**src/rtl/nov_clkgen_pkg.sv**
```systemverilog
package nov_clkgen_pkg;

    typedef enum logic [2:0] {
        ST_RESET = 3'd0,
        ST_PH1   = 3'd1,
        ST_GAP1  = 3'd2,
        ST_PH2   = 3'd3,
        ST_GAP2  = 3'd4
    } nov_state_e;

    // Slots of the segment-length vector, in sequence order.
    localparam int SEG_PH1  = 0;
    localparam int SEG_GAP1 = 1;
    localparam int SEG_PH2  = 2;
    localparam int SEG_GAP2 = 3;
    localparam int SEG_N    = 4;

    // Shortest period that leaves one high and one low cycle per phase.
    localparam int MIN_PERIOD = 4;

endpackage

```
**src/rtl/nov_cfg_clamp.sv**
```systemverilog
// Turns raw period / high-time settings into four legal segment lengths.
module nov_cfg_clamp
    import nov_clkgen_pkg::*;
#(
    parameter int CNT_W = 16
) (
    input  logic [CNT_W-1:0]            period_raw,
    input  logic [CNT_W-1:0]            high1_raw,
    input  logic [CNT_W-1:0]            high2_raw,
    output logic [SEG_N-1:0][CNT_W-1:0] seg_len
);

    localparam logic [CNT_W-1:0] MIN_P = CNT_W'(MIN_PERIOD);
    localparam logic [CNT_W-1:0] ONE   = CNT_W'(1);

    logic [CNT_W-1:0] per;
    logic [CNT_W-1:0] half_a;
    logic [CNT_W-1:0] half_b;
    logic [CNT_W-1:0] h1;
    logic [CNT_W-1:0] h2;

    always_comb begin
        per    = (period_raw < MIN_P) ? MIN_P : period_raw;
        half_a = per >> 1;
        half_b = per - half_a;

        if (high1_raw == '0)
            h1 = ONE;
        else if (high1_raw > half_a - ONE)
            h1 = half_a - ONE;
        else
            h1 = high1_raw;

        if (high2_raw == '0)
            h2 = ONE;
        else if (high2_raw > half_b - ONE)
            h2 = half_b - ONE;
        else
            h2 = high2_raw;

        seg_len[SEG_PH1]  = h1;
        seg_len[SEG_GAP1] = half_a - h1;
        seg_len[SEG_PH2]  = h2;
        seg_len[SEG_GAP2] = half_b - h2;
    end

endmodule

```
**src/rtl/nov_cfg_shadow.sv**
```systemverilog
// Holds the segment lengths of the running period; passes live values on load.
module nov_cfg_shadow
    import nov_clkgen_pkg::*;
#(
    parameter int CNT_W = 16
) (
    input  logic                        clk,
    input  logic                        rst,
    input  logic                        load,
    input  logic [SEG_N-1:0][CNT_W-1:0] len_live,
    output logic [SEG_N-1:0][CNT_W-1:0] len_use
);

    logic [SEG_N-1:0][CNT_W-1:0] len_q;

    for (genvar g = 0; g < SEG_N; g++) begin : g_seg
        always_ff @(posedge clk) begin
            if (rst)
                len_q[g] <= '0;
            else if (load)
                len_q[g] <= len_live[g];
        end

        assign len_use[g] = load ? len_live[g] : len_q[g];
    end

endmodule

```
**src/rtl/nov_phase_fsm.sv**
```systemverilog
// Sequencer: RESET -> PH1 -> GAP1 -> PH2 -> GAP2 -> PH1 ...
module nov_phase_fsm
    import nov_clkgen_pkg::*;
#(
    parameter int CNT_W = 16
) (
    input  logic                        clk,
    input  logic                        rst,
    input  logic [SEG_N-1:0][CNT_W-1:0] seg_len,
    output logic                        load,
    output logic                        ph1_o,
    output logic                        ph2_o,
    output logic                        stb_o
);

    localparam logic [CNT_W-1:0] ONE = CNT_W'(1);

    nov_state_e       st_q, st_d;
    logic [CNT_W-1:0] cnt_q, cnt_d;

    // Next-state and segment counter.
    always_comb begin
        st_d  = st_q;
        cnt_d = cnt_q - ONE;
        load  = 1'b0;
        unique case (st_q)
            ST_RESET: begin
                st_d  = ST_PH1;
                cnt_d = seg_len[SEG_PH1] - ONE;
                load  = 1'b1;
            end
            ST_PH1: begin
                if (cnt_q == '0) begin
                    st_d  = ST_GAP1;
                    cnt_d = seg_len[SEG_GAP1] - ONE;
                end
            end
            ST_GAP1: begin
                if (cnt_q == '0) begin
                    st_d  = ST_PH2;
                    cnt_d = seg_len[SEG_PH2] - ONE;
                end
            end
            ST_PH2: begin
                if (cnt_q == '0) begin
                    st_d  = ST_GAP2;
                    cnt_d = seg_len[SEG_GAP2] - ONE;
                end
            end
            ST_GAP2: begin
                if (cnt_q == '0) begin
                    st_d  = ST_PH1;
                    cnt_d = seg_len[SEG_PH1] - ONE;
                    load  = 1'b1;
                end
            end
            default: begin
                st_d  = ST_RESET;
                cnt_d = '0;
            end
        endcase
    end

    // State register.
    always_ff @(posedge clk) begin
        if (rst) begin
            st_q  <= ST_RESET;
            cnt_q <= '0;
        end else begin
            st_q  <= st_d;
            cnt_q <= cnt_d;
        end
    end

    // Registered outputs, decoded from the next state.
    always_ff @(posedge clk) begin
        if (rst) begin
            ph1_o <= 1'b0;
            ph2_o <= 1'b0;
            stb_o <= 1'b0;
        end else begin
            ph1_o <= (st_d == ST_PH1);
            ph2_o <= (st_d == ST_PH2);
            stb_o <= (st_d == ST_PH1) && (st_q != ST_PH1);
        end
    end

endmodule

```
**src/rtl/nov_clkgen.sv**
```systemverilog
module nov_clkgen
    import nov_clkgen_pkg::*;
#(
    parameter int CNT_W = 16
) (
    input  logic             clk_ref,
    input  logic             rst,
    input  logic [CNT_W-1:0] cfg_period,
    input  logic [CNT_W-1:0] cfg_high1,
    input  logic [CNT_W-1:0] cfg_high2,
    output logic             phase1,
    output logic             phase2,
    output logic             phase1_stb
);

    logic [SEG_N-1:0][CNT_W-1:0] len_live;
    logic [SEG_N-1:0][CNT_W-1:0] len_use;
    logic                        seg_load;

    nov_cfg_clamp #(.CNT_W(CNT_W)) u_clamp (
        .period_raw (cfg_period),
        .high1_raw  (cfg_high1),
        .high2_raw  (cfg_high2),
        .seg_len    (len_live)
    );

    nov_cfg_shadow #(.CNT_W(CNT_W)) u_shadow (
        .clk      (clk_ref),
        .rst      (rst),
        .load     (seg_load),
        .len_live (len_live),
        .len_use  (len_use)
    );

    nov_phase_fsm #(.CNT_W(CNT_W)) u_fsm (
        .clk     (clk_ref),
        .rst     (rst),
        .seg_len (len_use),
        .load    (seg_load),
        .ph1_o   (phase1),
        .ph2_o   (phase2),
        .stb_o   (phase1_stb)
    );

endmodule

```
**config.mk**
```make
export PLATFORM = sky130hd
export DESIGN_NAME = nov_clkgen
export DESIGN_NICKNAME = d
export VERILOG_FILES = /design/src/rtl/nov_clkgen_pkg.sv /design/src/rtl/nov_cfg_clamp.sv /design/src/rtl/nov_cfg_shadow.sv /design/src/rtl/nov_phase_fsm.sv /design/src/rtl/nov_clkgen.sv
export SDC_FILE = /design/constraint.sdc
export NUM_CORES = 1
export LEC_CHECK = 0
export BUFFER_PORTS_ARGS = -buffer_cell sky130_fd_sc_hd__clkbuf_2
export CAP_MARGIN = 20
export CELL_PAD_IN_SITES_DETAIL_PLACEMENT = 0
export CELL_PAD_IN_SITES_GLOBAL_PLACEMENT = 1
export CORE_MARGIN = 1.5
export CORE_UTILIZATION = 47
export CTS_CLUSTER_DIAMETER = 40
export CTS_CLUSTER_SIZE = 25
export DETAILED_ROUTE_END_ITERATION = 16
export PLACE_DENSITY_LB_ADDON = 0.2
export SYNTH_ARGS = -nofsm -noshare
export SYNTH_HDL_FRONTEND = slang
export SYNTH_SLANG_ARGS = --single-unit
```
**constraint.sdc**
```tcl
create_clock -name clk_ref -period 10.7 [get_ports clk_ref]
set_input_delay 0.535 -clock clk_ref [delete_from_list [all_inputs] [get_ports clk_ref]]
set_output_delay 0.535 -clock clk_ref [all_outputs]
set_load 0.05 [all_outputs]
```
==> metrics.txt <==
status=finished, final reports clean; RR Startpoint=u_fsm.st_q[0]; Syn Nets=~1600; Setup CP Type=input port to flip-flop; wire length on met2=roughly 15 mm; sw frac=roughly half; port bufs=52; Initial Utilization=between 40 and 50%; CP startpoint kind=input port; Tcrit/Tclk final=90.6%; Resize count post-CTS=0; Seq/Total Area, Yosys=between 10% and 20%; Overflow after GRT=0; Chip Width=152 µm; complex-gate fraction of the synthesized area=between 20 and 30%; adder-cell share of the synthesized area=a little over an eighth; Synth cell types=98; dpl hpwl=27.1 mm; Async SR Flop Fraction=0%; Yosys Warn Count=0; #FFs+latches synth=between 80 and 90; mux share of post-synthesis cell area=about 3.3%; Synth area leaders=dfxtp_1 (16%), ha_1 (13%), nor2_1 (5.6%), a21oi_1 (4.4%), xnor2_1 (4.4%); Final Net Count=about 1600; max_cap viols=0; most common library cell in the layout ignoring fill and taps=nor2_1; Comb power frac=about two thirds; GPL Wtd Cong=between 0.9 and 1; Achievable Freq=between 0.1 and 0.15 GHz; highest metal used=met4; Slew Viols, Final=0; worst hold path depth=2; NetSw=1330 µW; peak supply drop=roughly 0.10 mV; vias in the first global route=approximately 10000; drt initial violations=947; post-synth top area share=between 10% and 20%; Avg Cell Area, Syn=7.35 µm²; Remaining DRCs=0; drt via density=around 6.2; Worst Reg2Reg Path Length in Cells=14; Clock Skew=~0.013 ns; PwrDens=roughly 230 mW/mm²; flop-to-flop setup slack=5.52 ns; cts hold-fix bufs=0; antenna violations before repair=0; met3 WL=between 2 and 2.5 mm; diodes inserted=0; Syn Inst Count=around 1400; Reg power frac=19.0%; CTS Buffer Depth=2; relative slew slack=around 31%; Post-synth EDFFs=0; Synth Cell Area=about 0.011 mm²; core area=0.0219 mm²; post-synthesis simple-gate area fraction=26.8%; Rows=54; Tightest Hold Check Type=flip-flop to flip-flop; critical path peak fanout=9; post-route ant nets=0; gr usage total=between 20 and 30%; Setup crit end kind=flip-flop; first-pass GRT wire length=53.8 mm; CTS tree=yes; die height=152 µm; crit path time final=just under 10 ns; most frequent CP cell=ha_1; FF-to-FF End=u_fsm.cnt_q[5]; most frequent cells in the layout=nor2_1 (156), nand2_1 (123), ha_1 (105); Worst Path Arrival=between 9 and 10 ns; worst slew pin tran=roughly 1 ns; xor/xnor share of the synthesized area=7.67%; Skew-Pair Late Insertion Delay=roughly 0.36 ns; Post-CTS Setup Bufs=0; largest net degree at the start of global routing=81; final setup vio count=0; met1 WL=around 16 mm; share of cells above drive strength 1=a little under a tenth; main combinational cell family by area after synthesis=compound AO/OA/AOI/OAI gates; data required time of the worst path=10.94 ns; H-tree depth=3; DR vias=about 11000; Util after Layout=around 50%; number of iterations in the first detailed-routing pass=5; CP endpoint=u_fsm.cnt_q[14]; RSZ-0062 raised after global routing=no; highest-delay cell along the critical path=fa_1; Layout fillers=~2300; routed wire length=between 30 and 40 mm; Cell Int Power=about 1200 µW; total clock sinks=86; post-synth top area cell=dfxtp_1; CP peak stage delay=slightly below 0.5 ns; Num CTS Buffers=9; top_reg_cell synth=dfxtp_1; critical path launch point=cfg_period[15]; LEAKAGE=0.00475 µW; die area=0.0232 mm²; DR WL/cell=roughly 20 µm; area grow syn2layout=6.92%; clk slew on worst S/H paths=~0.070 ns; io pins=53; Setup TNS Final=0 ns; CTS Root Cell=clkbuf_16; clock power share=about an eighth; number of hold violations in the final report=0
[cell type report]
type	instances	area (µm²)	share of cell area (%)
tap	280	350	3.12
sequential	86	1720	15.3
timing repair buffer	63	343	3.05
multi-input combinational	1195	8220	73.2
clock inverter	7	72.6	0.646
inverter	80	300	2.67
clock buffer	9	225	2.01
[cells in the mapped netlist, drive strengths merged, types with 11 or more instances]
cell type / number
xor2: 39
o31ai: 11
a211oi: 22
nand3: 36
nand2: 124
clkbuf: 51
a21o: 16
o211ai: 26
inv: 80
o21ai: 83
or2: 16
o21a: 19
dfxtp: 86
a31oi: 17
nand2b: 15
mux2i: 28
or3: 19
ha: 105
nor4: 23
buf: 16
nor2b: 22
nand4: 21
o31a: 14
nor2: 157
and3: 23
a21oi: 94
and2: 15
and4: 11
nor3: 44
xnor2: 53
[worst min-delay path by stage]
stage / slack (ns) / end / start
finish: 0.48 / u_shadow.len_q[43] / u_shadow.len_q[43]
detailed placement: 0.47 / u_shadow.len_q[43] / u_shadow.len_q[43]
global placement: 0.46 / u_shadow.len_q[43] / u_shadow.len_q[43]
CTS: 0.48 / u_shadow.len_q[43] / u_shadow.len_q[43]
global route: 0.52 / u_shadow.len_q[43] / u_shadow.len_q[43]
floorplan: 0.45 / u_shadow.len_q[43] / u_shadow.len_q[43]
[routing by layer]
metal	track usage, %	vias up
li1	-	5255
met1	40.3	5011
met2	45.9	335
met3	4.66	50
met4	8.29	0
met5	0	-
[flip-flops by register name, summed over array words and instances (netlist names)]
register	count
u_fsm.stb_o	1
u_fsm.cnt_q	16
u_fsm.st_q	3
u_shadow.len_q	64
u_fsm.ph2_o	1
u_fsm.ph1_o	1
[per-stage QoR]
stage	total power, µW	hold WS [ns]	cell area (µm²)	setup slack (ns)	std cells
after floorplan	1790	0.445	10500	1.59	1428
after global placement	2210	0.463	10900	1.10	1704
after detailed placement	2220	0.469	10900	0.785	1704
after CTS	2560	0.481	11200	1.14	1720
after global routing	2790	0.519	11200	0.224	1720
final	2580	0.481	11200	1.01	1720
[power by group through the flow]
stage	logic [µW]	registers (µW)	clock network, µW
after floorplan	1310	477	0
after global placement	1720	493	0
after detailed placement	1730	495	0
after CTS	1740	488	332
after global routing	1940	502	347
final	1760	490	327
[logic make-up after synthesis]
kind of cell,count (synthesis)
simple gates,554
flops,86
fa+ha+maj,108
buf+inv,147
mux,34
xor+xnor,92
compound gates,407
[worst max-delay path, delay by kind of cell]
kind                     cells  cell delay [ns]
XOR/XNOR                     4             0.83
AO/OA/AOI/OAI                7             1.61
multiplexers                 2             0.71
AND/OR/NAND/NOR             16             4.25
buffers and inverters        5             0.51
adder cells (fa/ha/maj)      5             1.46
No activity file was read; power rests on OpenSTA's default activity.
